**config.mk**
```make
export PLATFORM = sky130hd
export DESIGN_NAME = prog_entry_ctrl
export DESIGN_NICKNAME = d
export VERILOG_FILES = /design/src/rtl/pe_pkg.sv /design/src/rtl/pe_filt.sv /design/src/rtl/pe_mode_fsm.sv /design/src/rtl/pe_cfg_guard.sv /design/src/rtl/pe_erase_ctl.sv /design/src/rtl/prog_entry_ctrl.sv
export SDC_FILE = /design/constraint.sdc
export NUM_CORES = 1
export LEC_CHECK = 0
export ABC_CLOCK_PERIOD_IN_PS = 1200
export CAP_MARGIN = 20
export CORE_ASPECT_RATIO = 1.2
export CORE_MARGIN = 2
export CORE_UTILIZATION = 35
export DETAILED_ROUTE_END_ITERATION = 8
export PLACE_DENSITY = 0.62
export SLEW_MARGIN = 40
export SYNTH_ARGS = -nofsm -noshare
export SYNTH_HDL_FRONTEND = slang
export SYNTH_SLANG_ARGS = --single-unit
```
**constraint.sdc**
```tcl
create_clock -name clk -period 1.2 [get_ports clk]
set_input_delay 0.18 -clock clk [delete_from_list [all_inputs] [get_ports clk]]
set_output_delay 0.18 -clock clk [all_outputs]
set_load 0.02 [all_outputs]
```
**src/rtl/pe_pkg.sv**
```systemverilog
`timescale 1ns/1ps
// Package: shared types and index constants for the programming-entry controller.
// Assumes: encodings of pm_state_e are visible at the top's mode port.
package pe_pkg;
    typedef enum logic [1:0] {
        PM_RUN = 2'd0,
        PM_HV  = 2'd1,
        PM_LV  = 2'd2
    } pm_state_e;

    // positions of the pin-level inputs inside the filtered vector
    localparam int RAW_HV    = 0;
    localparam int RAW_MID   = 1;
    localparam int RAW_REQ   = 2;
    localparam int RAW_ALTHV = 3;
    localparam int RAW_SEL   = 4;
    localparam int RAW_NUM   = 5;
endpackage

```
**src/rtl/pe_filt.sv**
```systemverilog
`timescale 1ns/1ps
// Module: pe_filt
// Synchronizes one asynchronous pin level and only passes a new level once
// the synchronized value has differed from the output on STABLE_CYC
// consecutive clocks. Assumes SYNC_STAGES >= 2 and STABLE_CYC >= 2.
module pe_filt #(
    parameter int SYNC_STAGES = 2,
    parameter int STABLE_CYC  = 4
) (
    input  logic clk,
    input  logic rst_n,
    input  logic din,
    output logic dout
);
    localparam int CNT_W = (STABLE_CYC > 1) ? $clog2(STABLE_CYC) : 1;
    localparam logic [CNT_W-1:0] CNT_LAST = CNT_W'(STABLE_CYC - 1);

    logic [SYNC_STAGES-1:0] sync_q;
    logic                   sync_out;
    logic [CNT_W-1:0]       cnt_q;

    // shift the raw level through the synchronizer chain
    always_ff @(posedge clk) begin
        if (!rst_n) sync_q <= '0;
        else        sync_q <= {sync_q[SYNC_STAGES-2:0], din};
    end

    assign sync_out = sync_q[SYNC_STAGES-1];

    // count clocks of disagreement and adopt the new level when it has held
    always_ff @(posedge clk) begin
        if (!rst_n) begin
            dout  <= 1'b0;
            cnt_q <= '0;
        end else if (sync_out == dout) begin
            cnt_q <= '0;
        end else if (cnt_q == CNT_LAST) begin
            dout  <= sync_out;
            cnt_q <= '0;
        end else begin
            cnt_q <= cnt_q + CNT_W'(1);
        end
    end


    filt_follows_sync_chk: assert property (@(posedge clk) disable iff (!rst_n)
        (dout != $past(dout)) |-> ($past(sync_out) == dout));
endmodule

```
**src/rtl/pe_mode_fsm.sv**
```systemverilog
`timescale 1ns/1ps
// Module: pe_mode_fsm
// Three-state mode machine: run, high-voltage programming and single-supply
// programming. Assumes all level inputs are already filtered, and that
// ssp_bit comes from the guarded configuration register.
module pe_mode_fsm
    import pe_pkg::*;
(
    input  logic      clk,
    input  logic      rst_n,
    input  logic      hv_f,
    input  logic      mid_f,
    input  logic      req_f,
    input  logic      alt_hv_f,
    input  logic      altport_eff,
    input  logic      ssp_bit,
    output pm_state_e state_q
);
    logic      hv_entry;
    logic      lv_entry;
    pm_state_e state_d;

    // the alternate high-voltage input counts only while the main pin is not at supply level
    always_comb begin
        hv_entry = hv_f | (altport_eff & alt_hv_f & ~mid_f);
        lv_entry = ssp_bit & mid_f & req_f;
    end

    // next-state selection with high-voltage priority
    always_comb begin
        state_d = state_q;
        unique case (state_q)
            PM_RUN: begin
                if (hv_entry)      state_d = PM_HV;
                else if (lv_entry) state_d = PM_LV;
            end
            PM_HV: begin
                if (!hv_entry) state_d = PM_RUN;
            end
            PM_LV: begin
                if (hv_entry)      state_d = PM_HV;
                else if (!lv_entry) state_d = PM_RUN;
            end
            default: state_d = PM_RUN;
        endcase
    end

    // state register
    always_ff @(posedge clk) begin
        if (!rst_n) state_q <= PM_RUN;
        else        state_q <= state_d;
    end


    hv_entry_taken_chk: assert property (@(posedge clk) disable iff (!rst_n)
        (state_q == PM_RUN && hv_entry) |=> (state_q == PM_HV));


    lv_needs_ssp_chk: assert property (@(posedge clk) disable iff (!rst_n)
        (state_q == PM_LV) |-> ssp_bit);
endmodule

```
**src/rtl/pe_cfg_guard.sv**
```systemverilog
`timescale 1ns/1ps
// Module: pe_cfg_guard
// Holds the single-supply programming enable bit and accepts writes to it
// only while the high-voltage programming mode is active.
// Assumes wr_en is a synchronous pulse from the programming protocol.
module pe_cfg_guard
    import pe_pkg::*;
#(
    parameter logic SSP_RST = 1'b1
) (
    input  logic      clk,
    input  logic      rst_n,
    input  pm_state_e state_i,
    input  logic      wr_en,
    input  logic      wr_val,
    output logic      ssp_q
);
    // guarded write of the enable bit
    always_ff @(posedge clk) begin
        if (!rst_n)                          ssp_q <= SSP_RST;
        else if (wr_en && state_i == PM_HV)  ssp_q <= wr_val;
    end


    ssp_write_hv_only_chk: assert property (@(posedge clk) disable iff (!rst_n)
        (ssp_q != $past(ssp_q)) |-> ($past(state_i) == PM_HV));
endmodule

```
**src/rtl/pe_erase_ctl.sv**
```systemverilog
`timescale 1ns/1ps
// Module: pe_erase_ctl
// Grants or refuses erase requests from the current mode, the row
// protection flag and the supply window flag. Purely combinational.
module pe_erase_ctl
    import pe_pkg::*;
(
    input  logic      clk,
    input  logic      rst_n,
    input  pm_state_e state_i,
    input  logic      req,
    input  logic      bulk,
    input  logic      row_prot,
    input  logic      supply_ok,
    output logic      grant,
    output logic      reject
);
    logic in_prog;
    logic bulk_ok;
    logic row_ok;

    // permission terms per erase kind
    always_comb begin
        in_prog = (state_i != PM_RUN);
        bulk_ok = (state_i == PM_HV) | ((state_i == PM_LV) & supply_ok);
        row_ok  = in_prog & ~row_prot;
        grant   = req & (bulk ? bulk_ok : row_ok);
        reject  = req & ~grant;
    end


    lv_bulk_supply_chk: assert property (@(posedge clk) disable iff (!rst_n)
        (grant && bulk && state_i == PM_LV) |-> supply_ok);


    row_prot_block_chk: assert property (@(posedge clk) disable iff (!rst_n)
        (grant && !bulk) |-> !row_prot);
endmodule

```
**src/rtl/prog_entry_ctrl.sv**
```systemverilog
`timescale 1ns/1ps
// Module: prog_entry_ctrl (top)
// Filters the pin-level inputs, runs the mode machine, guards the
// single-supply enable bit, decides erase permission and gates the
// upper-package features during reduced-pin emulation.
// Assumes all inputs are synchronous to clk except the five pin levels.
module prog_entry_ctrl
    import pe_pkg::*;
#(
    parameter int   SYNC_STAGES = 2,
    parameter int   STABLE_CYC  = 4,
    parameter logic SSP_RST     = 1'b1,
    parameter int   FEAT_W      = 4
) (
    input  logic              clk,
    input  logic              rst_n,
    input  logic              vpp_hv_det,
    input  logic              vpp_mid_det,
    input  logic              prog_req_pin,
    input  logic              alt_vpp_hv_det,
    input  logic              alt_cfgsel_pin,
    input  logic              cfg_bkdbg_bit,
    input  logic              cfg_altport_bit,
    input  logic              strap_44pin,
    input  logic              supply_in_range,
    input  logic              cfg_wr_en,
    input  logic              cfg_wr_ssp,
    input  logic              erase_req,
    input  logic              erase_bulk,
    input  logic              erase_row_prot,
    input  logic [FEAT_W-1:0] feat_req,
    output logic [1:0]        mode,
    output logic              core_hold,
    output logic              pgm_gpio_en,
    output logic              ssp_bit,
    output logic              altport_eff,
    output logic              emu_reduced,
    output logic [FEAT_W-1:0] feat_en,
    output logic              erase_grant,
    output logic              erase_reject
);
    logic [RAW_NUM-1:0] raw_lvl;
    logic [RAW_NUM-1:0] flt_lvl;
    pm_state_e          state_q;

    // collect the pin levels that need filtering
    always_comb begin
        raw_lvl            = '0;
        raw_lvl[RAW_HV]    = vpp_hv_det;
        raw_lvl[RAW_MID]   = vpp_mid_det;
        raw_lvl[RAW_REQ]   = prog_req_pin;
        raw_lvl[RAW_ALTHV] = alt_vpp_hv_det;
        raw_lvl[RAW_SEL]   = alt_cfgsel_pin;
    end

    for (genvar g = 0; g < RAW_NUM; g++) begin : g_filt
        pe_filt #(
            .SYNC_STAGES (SYNC_STAGES),
            .STABLE_CYC  (STABLE_CYC)
        ) filt_i (
            .clk   (clk),
            .rst_n (rst_n),
            .din   (raw_lvl[g]),
            .dout  (flt_lvl[g])
        );
    end

    pe_cfg_guard #(.SSP_RST(SSP_RST)) guard_i (
        .clk     (clk),
        .rst_n   (rst_n),
        .state_i (state_q),
        .wr_en   (cfg_wr_en),
        .wr_val  (cfg_wr_ssp),
        .ssp_q   (ssp_bit)
    );

    pe_mode_fsm fsm_i (
        .clk         (clk),
        .rst_n       (rst_n),
        .hv_f        (flt_lvl[RAW_HV]),
        .mid_f       (flt_lvl[RAW_MID]),
        .req_f       (flt_lvl[RAW_REQ]),
        .alt_hv_f    (flt_lvl[RAW_ALTHV]),
        .altport_eff (altport_eff),
        .ssp_bit     (ssp_bit),
        .state_q     (state_q)
    );

    pe_erase_ctl erase_i (
        .clk       (clk),
        .rst_n     (rst_n),
        .state_i   (state_q),
        .req       (erase_req),
        .bulk      (erase_bulk),
        .row_prot  (erase_row_prot),
        .supply_ok (supply_in_range),
        .grant     (erase_grant),
        .reject    (erase_reject)
    );

    // mode reporting, pin ownership, alternate-port qualification and feature gating
    always_comb begin
        mode        = state_q;
        core_hold   = (state_q != PM_RUN);
        pgm_gpio_en = ~ssp_bit;
        altport_eff = cfg_altport_bit & strap_44pin;
        emu_reduced = ~cfg_bkdbg_bit & altport_eff & ~flt_lvl[RAW_SEL];
        feat_en     = feat_req & {FEAT_W{~emu_reduced}};
    end


    hold_in_prog_chk: assert property (@(posedge clk) disable iff (!rst_n)
        (mode != 2'd0) |-> core_hold);


    emu_features_off_chk: assert property (@(posedge clk) disable iff (!rst_n)
        emu_reduced |-> (feat_en == '0));
endmodule

```
# [Word-level counts from Yosys, hierarchy flattened]
# Cells that the tools add are included.
[classes] addsub=5 eq_ne=15 n_mux=7 n_bitwise=27 reduce_logical=14
[ops] cell="OR reduction 3 bit" count=5
[ops] cell="inverter 1 bit" count=13
[ops] cell="== test 2 bit (second input constant)" count=6
[ops] cell="bitwise AND 1 bit" count=11
[ops] cell="adder 2 x 1 -> 2 bit (second input constant)" count=5
[ops] cell="2-to-1 mux 2 bit" count=5
[ops] cell="AND reduction 2 bit" count=5
[ops] cell="one-hot mux 2 bit (3 select lines)" count=1
[ops] cell="== test 1 bit" count=5
[ops] cell="bitwise AND 4 bit" count=1
[ops] cell="inequality test 3 x 1 -> 1 bit (second input constant)" count=1
[ops] cell="inequality test 3 bit (second input constant)" count=1
[ops] cell="AND reduction 3 bit" count=1
[ops] cell="== test 2 x 1 -> 1 bit (second input constant)" count=1
[ops] cell="zero test 2 bit" count=1
[ops] cell="inequality test 2 bit (second input constant)" count=1
[ops] cell="bitwise OR 1 bit" count=2
[ops] cell="nonzero test 2 bit" count=1
[ops] cell="logical AND 1 bit" count=1
[ops] cell="2-to-1 mux 1 bit" count=1
[totals] regBits=28 out_inout_bits=13 word_cells=85

# [Logic depth before layout (Yosys ltp)]
# Gate-level depths: netlist (run 1).
[depth] depth_word=7 mapped_depth=3

# [Hierarchy]
# From an unflattened synthesis (run 1), not the netlist that was laid out.
[unflattened] hier_cells=92 area_unflattened_um2=1086.0
[modules_own_cells] mod="pe_filt" n_inst=5 cells_each=13 area_per_inst_um2=171.4
[modules_own_cells] mod="pe_mode_fsm" n_inst=1 cells_each=7 area_per_inst_um2=73.8
[modules_own_cells] mod="prog_entry_ctrl" n_inst=1 cells_each=8 area_per_inst_um2=57.6
[modules_own_cells] mod="pe_cfg_guard" n_inst=1 cells_each=5 area_per_inst_um2=53.8
[modules_own_cells] mod="pe_erase_ctl" n_inst=1 cells_each=7 area_per_inst_um2=43.8

# [Worst setup path before layout (run 1)]
# No wires, ideal clock.
[synth_path] kind="reg-to-output" start="reg fsm_i.state_q[1]" end="out erase_reject" arrival_ns=1.204 path_slack_ns=-0.184 stages_incl_launch_ff=4 cell_sequence="dfxtp_1 > or2_1 > o221a_2 > nor2b_1"
[synth_between] word_cells_on_any_way=10 cone_classes="eq/ne: 2; mux: 1; bitwise: 6; reduce/logical: 1"
[synth_rtl] item="start: declaration" line="pe_mode_fsm.sv:17" rtl="output pm_state_e state_q"
[synth_rtl] item="start signal: assignment" line="pe_mode_fsm.sv:51" rtl="else state_q <= state_d;"
[synth_rtl] item="nonzero test 2 bit"
[synth_rtl] item="via core_hold" line="prog_entry_ctrl.sv:33" rtl="output logic core_hold,"
[synth_rtl] item="bitwise AND 1 bit" line="pe_erase_ctl.sv:26" rtl="row_ok = in_prog & ~row_prot;"
[synth_rtl] item="2-to-1 mux 1 bit" line="pe_erase_ctl.sv:27" rtl="grant = req & (bulk ? bulk_ok : row_ok);"
[synth_rtl] item="bitwise AND 1 bit" line="pe_erase_ctl.sv:27"
[synth_rtl] item="inverter 1 bit" line="pe_erase_ctl.sv:28" rtl="reject = req & ~grant;"
[synth_rtl] item="bitwise AND 1 bit" line="pe_erase_ctl.sv:28"
[synth_rtl] item="end: declaration" line="prog_entry_ctrl.sv:40" rtl="output logic erase_reject"
# The timed path passes the listed nets, and every way through them passes these cells.

# [Worst setup path after layout (run 1)]
[layout_path] start="reg fsm_i.state_q[1]" end="out erase_grant"
[layout_between] elab_chain_len=5 word_cells_on_any_way=8 cone_classes="eq/ne: 2; mux: 1; bitwise: 4; reduce/logical: 1"
[layout_lines] item="== test 2 bit" line="pe_erase_ctl.sv:25" rtl="bulk_ok = (state_i == PM_HV) | ((state_i == PM_LV) & supply_ok);"
[layout_lines] item="bitwise AND 1 bit" line="pe_erase_ctl.sv:25"
[layout_lines] item="bitwise OR 1 bit" line="pe_erase_ctl.sv:25"
[layout_lines] item="2-to-1 mux 1 bit (*)" line="pe_erase_ctl.sv:27"
[layout_lines] item="bitwise AND 1 bit (*)" line="pe_erase_ctl.sv:27"
[layout_lines] item="end: declaration" line="prog_entry_ctrl.sv:39" rtl="output logic erase_grant,"
# Mark *: on every way between the ends. The rest lies on a longest branch, timed or not.

==> results.json, run 1 <==
{
  "drive_above_1_share_pct": 25.74,
  "diodes": 0,
  "clockBufferDepth": 2,
  "ys_types": 23,
  "leakage_nw": 0.6963,
  "start_kind": "flop",
  "final_cell_mix": "dfxtp_1, clkdlybuf4s50_1, nor2b_1, and2_1, buf_4",
  "outcome": "finished, violations left",
  "p_per_area_nw_per_um2": 1112,
  "setup_slack_ns": -0.2952,
  "cp-end-kind": "output port",
  "switching_share_pct": 19.38,
  "finalSetupViolations": 8,
  "first_pass_iters": 3,
  "fin_crit_sh_pct": 124.6,
  "pwr-share-clk_pct": 34.8,
  "nNetsFinal": 162,
  "clock_skew_ns": 0.01144,
  "tightest_slew_ns": 0.2858,
  "clkSinkCount": 28,
  "cap_violations": 0,
  "worstSetupPathType": "reg -> out",
  "vias": 816,
  "cts_root_buffer": "clkbuf_4",
  "wl_per_cell_um": 11.58,
  "finalWirelength_um": 1992,
  "path_clk_slew_ns": 0.15,
  "netlist_instances": 94,
  "hold_viol_final": 0,
  "antenna_found_initial": 0,
  "slew_viol_final": 0,
  "synth_compound_area_share_pct": 3.275,
  "ys_seq_area_share_pct": 52.40,
  "dieArea_um2": 3517,
  "critPathRequiredTime_ns": 1.02,
  "io_buffers": 32,
  "start_util_pct": 35.65,
  "grt_usage_pct": 12.80,
  "grt.overflow.total": 0,
  "synth_area_um2": 1070,
  "synth_top_family_by_area": "simple AND/OR/NAND/NOR gates",
  "viasPerCell": 4.744,
  "cts_tree": "yes",
  "cts_buffers": 3,
  "drc": 0,
  "avgSynthCellArea_um2": 11.38,
  "violations": "negative setup slack",
  "antenna_left": 0,
  "path_max_fanout": 3,
  "synth_xor_area_share_pct": 4.094,
  "p_seq_share_pct": 55.5,
  "cts_htree_levels": 1,
  "irDropWorstVdd_uv": 714.7,
  "grt_max_degree": 17,
  "p_total_mw": 1.728,
  "ys_warn_count": 0,
  "gp_congestion": 0.6236,
  "num-fill-cells": 288,
  "combPwrFrac_pct": 9.7,
  "synth_mux_area_share_pct": 4.678,
  "synth_fa_ha_area_share_pct": 5.848,
  "yosys.area_share.simple_pct": 27.49,
  "intPower_mw": 1.393,
  "drt_iter0_drc": 10,
  "synth-seq-cells": 28,
  "worstHoldStart": "vpp_hv_det",
  "power.switching_mw": 0.3348,
  "post-route-min-period_ns": 1.495,
  "hold_ws_ns": 0.4270,
  "r2r-start": "g_filt[0].filt_i.cnt_q[0]",
  "fin_tns_setup_ns": -1.143,
  "worst_ep_arrival_time_ns": 1.32,
  "grt_first_pass_wirelength_um": 3360,
  "rsz0062_at_grt": "yes",
  "slew_headroom_pct": 80.71,
  "grt_pass1_vias": 862,
  "final_common_cell": "dfxtp_1",
  "crit_chain": "or2_4 -> o221a_4 -> and2_4 -> buf_6",
  "die_x_um": 54.47,
  "ioPinCount": 33,
  "slowest_delay_ns": 0.36,
  "num_rows": 22,
  "core-area_um2": 3000,
  "dpl.hpwl_um": 1568,
  "clk_latency_ns": 0.32,
  "synthToLayoutAreaGrowth_pct": 45.26,
  "die_y_um": 64.56,
  "crit_path_start": "fsm_i.state_q[1]",
  "hold_class": "in -> reg",
  "clock.fmax_mhz": 668.8,
  "crit_slowest_cell": "dfxtp_2",
  "syn-num-nets": 119
}
==> worst max-delay path: cells and delay by family (launching register included) <==
| family | cells | cell delay (ns) |
|---|---|---|
| and+or+nand+nor | 2 | 0.39 |
| AOI/OAI and AO/OA | 1 | 0.13 |
| DFF | 1 | 0.36 |
| buffers and inverters | 1 | 0.12 |
==> path summary, 6_finish.rpt <==
path | cells past startpoint | to | slack (ns)
worst min register to register | 1 | g_filt[1].filt_i.cnt_q[0] | 0.45
worst max-delay path | 4 | erase_grant | -0.30
worst max register to register | 2 | g_filt[0].filt_i.cnt_q[0] | 0.21
worst min-delay path | 2 | g_filt[0].filt_i.sync_q[0] | 0.43
==> synth_stat cells, drive strengths merged <==
cell type | instances | area (um2)
o221a | 1 | 11.26
mux2i | 5 | 50.05
o211a | 1 | 10.01
inv | 4 | 15.01
clkbuf | 2 | 8.750
nor4b | 4 | 41.29
nor4bb | 5 | 50.05
and3 | 1 | 6.260
xnor2 | 3 | 26.28
or2 | 1 | 6.260
and2 | 11 | 68.82
nand2 | 4 | 15.01
ha | 5 | 62.56
nor3 | 1 | 10.01
dfxtp | 28 | 560.5
nor3b | 1 | 7.510
xor2 | 2 | 17.52
o311ai | 1 | 8.760
and4b | 2 | 20.02
o21ai | 1 | 5.000
nor2b | 11 | 68.82
==> cell type report <==
type,count,area (um2),area share (%)
Sequential cell,28,565.5,36.39
Multi-Input combinational cell,60,515.5,33.17
Timing Repair Buffer,40,360.3,23.19
Tap cell,36,45.04,2.899
Clock inverter,1,30.03,1.932
Clock buffer,3,22.52,1.449
Inverter,4,15.01,0.9662
==> state kept, by name, indices dropped and copies added (netlist names) <==
| signal | count |
|---|---|
| g_filt.filt_i.cnt_q | 10 |
| g_filt.filt_i.sync_q | 10 |
| g_filt.filt_i.dout | 5 |
| fsm_i.state_q | 2 |
| guard_i.ssp_q | 1 |
==> logic make-up after synthesis <==
family          Yosys count
simple gates             41
fa+ha+maj                 5
compound gates            4
xor+xnor                  5
mux                       5
flops                    28
buf+inv                   6
==> metal layers <==
metal  vias to the layer above  track usage (%)  share of wire [%]
met5                         -                0                  0
met4                         0            5.625               0.70
met3                         2            2.074                5.2
met2                        19            23.64                 54
met1                       386            13.45                 40
li1                        409                -                  -
==> power by group through the flow <==
| stage | Clock, mW | Sequential, mW | Combinational [mW] |
|---|---|---|---|
| after global placement | 0 | 0.979 | 0.170 |
| after detailed placement | 0 | 0.980 | 0.175 |
| after global routing | 0.654 | 0.962 | 0.185 |
| final | 0.601 | 0.959 | 0.168 |
| after floorplan | 0 | 0.978 | 0.0666 |
| after CTS | 0.627 | 0.960 | 0.169 |
==> stage by stage <==
stage	util, %	setup slack (ns)	std cells	cell area (um2)
6_report	51.79	-0.2952	172	1554
5_1_grt	51.79	-0.3425	172	1554
4_1_cts	51.17	-0.3066	172	1535
3_5_place_dp	49.54	-0.6986	167	1486
3_3_place_gp	49.54	-0.6267	167	1486
2_1_floorplan	-	0.01668	94	1077
==> repair_timing <==
action / in CTS / in global routing
resized for setup: 63 / 7
pin swaps: 4 / 2
hold buffers: 0 / 0
buffers inserted: 1 / 0
setup endpoints to repair: 13 / 12
Power figures use the tool's default switching activity.
==> inputs of run 2 (changes only) <==
--- a/config.mk
+++ b/config.mk
@@ -7,7 +7,7 @@
 export LEC_CHECK = 0
 export ABC_CLOCK_PERIOD_IN_PS = 1200
 export CAP_MARGIN = 20
-export CORE_ASPECT_RATIO = 1.2
+export CORE_ASPECT_RATIO = 1.4
 export CORE_MARGIN = 2
 export CORE_UTILIZATION = 35
 export DETAILED_ROUTE_END_ITERATION = 8
==> run 2 against run 1 <==
  * The run still ends with negative setup slack left
  * Global-route usage hardly changed
  * Sequential share of layout area is 0.051 points lower
  * Worst hold slack improved by 0.0061 ns
  * Sequential power hardly changed
  * Critical endpoint unchanged
  * Largest cell class unchanged
==> results.json, run 2 (synthesis results as in run 1) <==
{
  "outcome": "finished, violations left",
  "violations": "negative setup slack",
  "clock_skew_ns": 0.002079,
  "p_total_mw": 1.619,
  "cts_root_buffer": "clkbuf_8",
  "clk_latency_ns": 0.27,
  "finalWirelength_um": 2114,
  "num-fill-cells": 281,
  "diodes": 0,
  "first_pass_iters": 2,
  "clkSinkCount": 28,
  "finalSetupViolations": 7,
  "nNetsFinal": 165,
  "hold_viol_final": 0,
  "grt_max_degree": 15,
  "start_util_pct": 37.17,
  "drc": 0,
  "fin_crit_sh_pct": 117.9,
  "num_rows": 23,
  "start_kind": "flop",
  "grt_first_pass_wirelength_um": 3546,
  "tightest_slew_ns": 0.2912,
  "irDropWorstVdd_uv": 642.3,
  "ioPinCount": 33,
  "drt_iter0_drc": 8,
  "antenna_found_initial": 0,
  "core-area_um2": 2878,
  "cts_buffers": 3,
  "slew_headroom_pct": 80.34,
  "synthToLayoutAreaGrowth_pct": 45.15,
  "antenna_left": 0,
  "path_max_fanout": 3,
  "cp-end-kind": "output port",
  "worstSetupPathType": "reg -> out",
  "cts_htree_levels": 1,
  "grt_usage_pct": 12.76,
  "clock.fmax_mhz": 706.8,
  "slew_viol_final": 0,
  "path_clk_slew_ns": 0.09,
  "cts_tree": "yes",
  "dieArea_um2": 3521,
  "hold_class": "reg -> reg",
  "final_common_cell": "dfxtp_1",
  "dpl.hpwl_um": 1646,
  "post-route-min-period_ns": 1.415,
  "die_x_um": 50.73,
  "setup_slack_ns": -0.2148,
  "drive_above_1_share_pct": 24.64,
  "die_y_um": 69.42,
  "rsz0062_at_grt": "yes",
  "fin_tns_setup_ns": -0.6527,
  "final_cell_mix": "dfxtp_1, clkdlybuf4s50_1, buf_4",
  "grt.overflow.total": 0,
  "io_buffers": 32,
  "cap_violations": 0,
  "critPathRequiredTime_ns": 1.02,
  "p_per_area_nw_per_um2": 1043,
  "vias": 808,
  "viasPerCell": 4.617,
  "clockBufferDepth": 2,
  "gp_congestion": 0.6624,
  "wl_per_cell_um": 12.08,
  "leakage_nw": 0.7036,
  "grt_pass1_vias": 842,
  "largestRegisters": "g_filt.filt_i.cnt_q x10, g_filt.filt_i.sync_q x10, g_filt.filt_i.dout x5",
  "worst_ep_arrival_time_ns": 1.23,
  "hold_ws_ns": 0.4331
}
run 2: changes by cell type in the layout (fill, tap and decap cells not counted), moves of 3 or more:
cell | before | now
dlygate4sd2_1 | 2 | 6
buf_4 | 9 | 12
clkbuf_8 | 0 | 3
clkbuf_4 | 3 | 0
run 2: repair_timing:
item                       4_1_cts  5_1_grt
hold buffers                     0        0
gates resized for setup         52        8
pin swaps                        4        1
setup buffers                    2        0
gates cloned                     0        0
setup endpoints to repair       13       11
run 2: final timing paths:
path                              from                   endpoint  slack [ns]  depth (start not counted)
max                   fsm_i.state_q[0]                erase_grant       -0.21                          4
min reg2reg  g_filt[4].filt_i.cnt_q[0]  g_filt[4].filt_i.cnt_q[0]        0.43                          1
max reg2reg      g_filt[4].filt_i.dout  g_filt[4].filt_i.cnt_q[1]        0.12                          4
min          g_filt[4].filt_i.cnt_q[0]  g_filt[4].filt_i.cnt_q[0]        0.43                          1
run 2: critical path: stages, from the launching register on:
cell     delay (ns)
dfxtp_2        0.34
or2_4          0.25
o221a_4        0.12
and2_4         0.14
buf_6          0.12
run 2: final cells by class:
type / instances / area [um2] / area share (%)
repair buffers: 43 / 375.4 / 24.17
clock buffers: 3 / 41.29 / 2.659
multi-input cells: 60 / 510.5 / 32.88
inverters: 4 / 15.01 / 0.9670
flip-flops and latches: 28 / 564.3 / 36.34
well taps: 37 / 46.29 / 2.981
run 2: per-layer routing:
metal / wire (um) / track usage, %
met5: 0 / 0
met1: 882 / 14.05
met3: 100 / 3.233
met4: 17 / 3.604
met2: 1113 / 23.39
run 2: metrics by stage:
step	instance area, um2	instances	utilization [%]	setup WS (ns)
2_1_floorplan	1077	94	-	0.01668
3_3_place_gp	1503	170	52.22	-0.6348
3_5_place_dp	1503	170	52.22	-0.6785
4_1_cts	1548	175	53.78	-0.2187
5_1_grt	1553	175	53.96	-0.2517
6_report	1553	175	53.96	-0.2148
run 2: power by group:
| group | internal (mW) | switching [mW] | leakage, nW |
|---|---|---|---|
| Clock | 0.225 | 0.267 | 0.0216 |
| Sequential | 0.949 | 0.00836 | 0.230 |
| Combinational | 0.105 | 0.0640 | 0.452 |
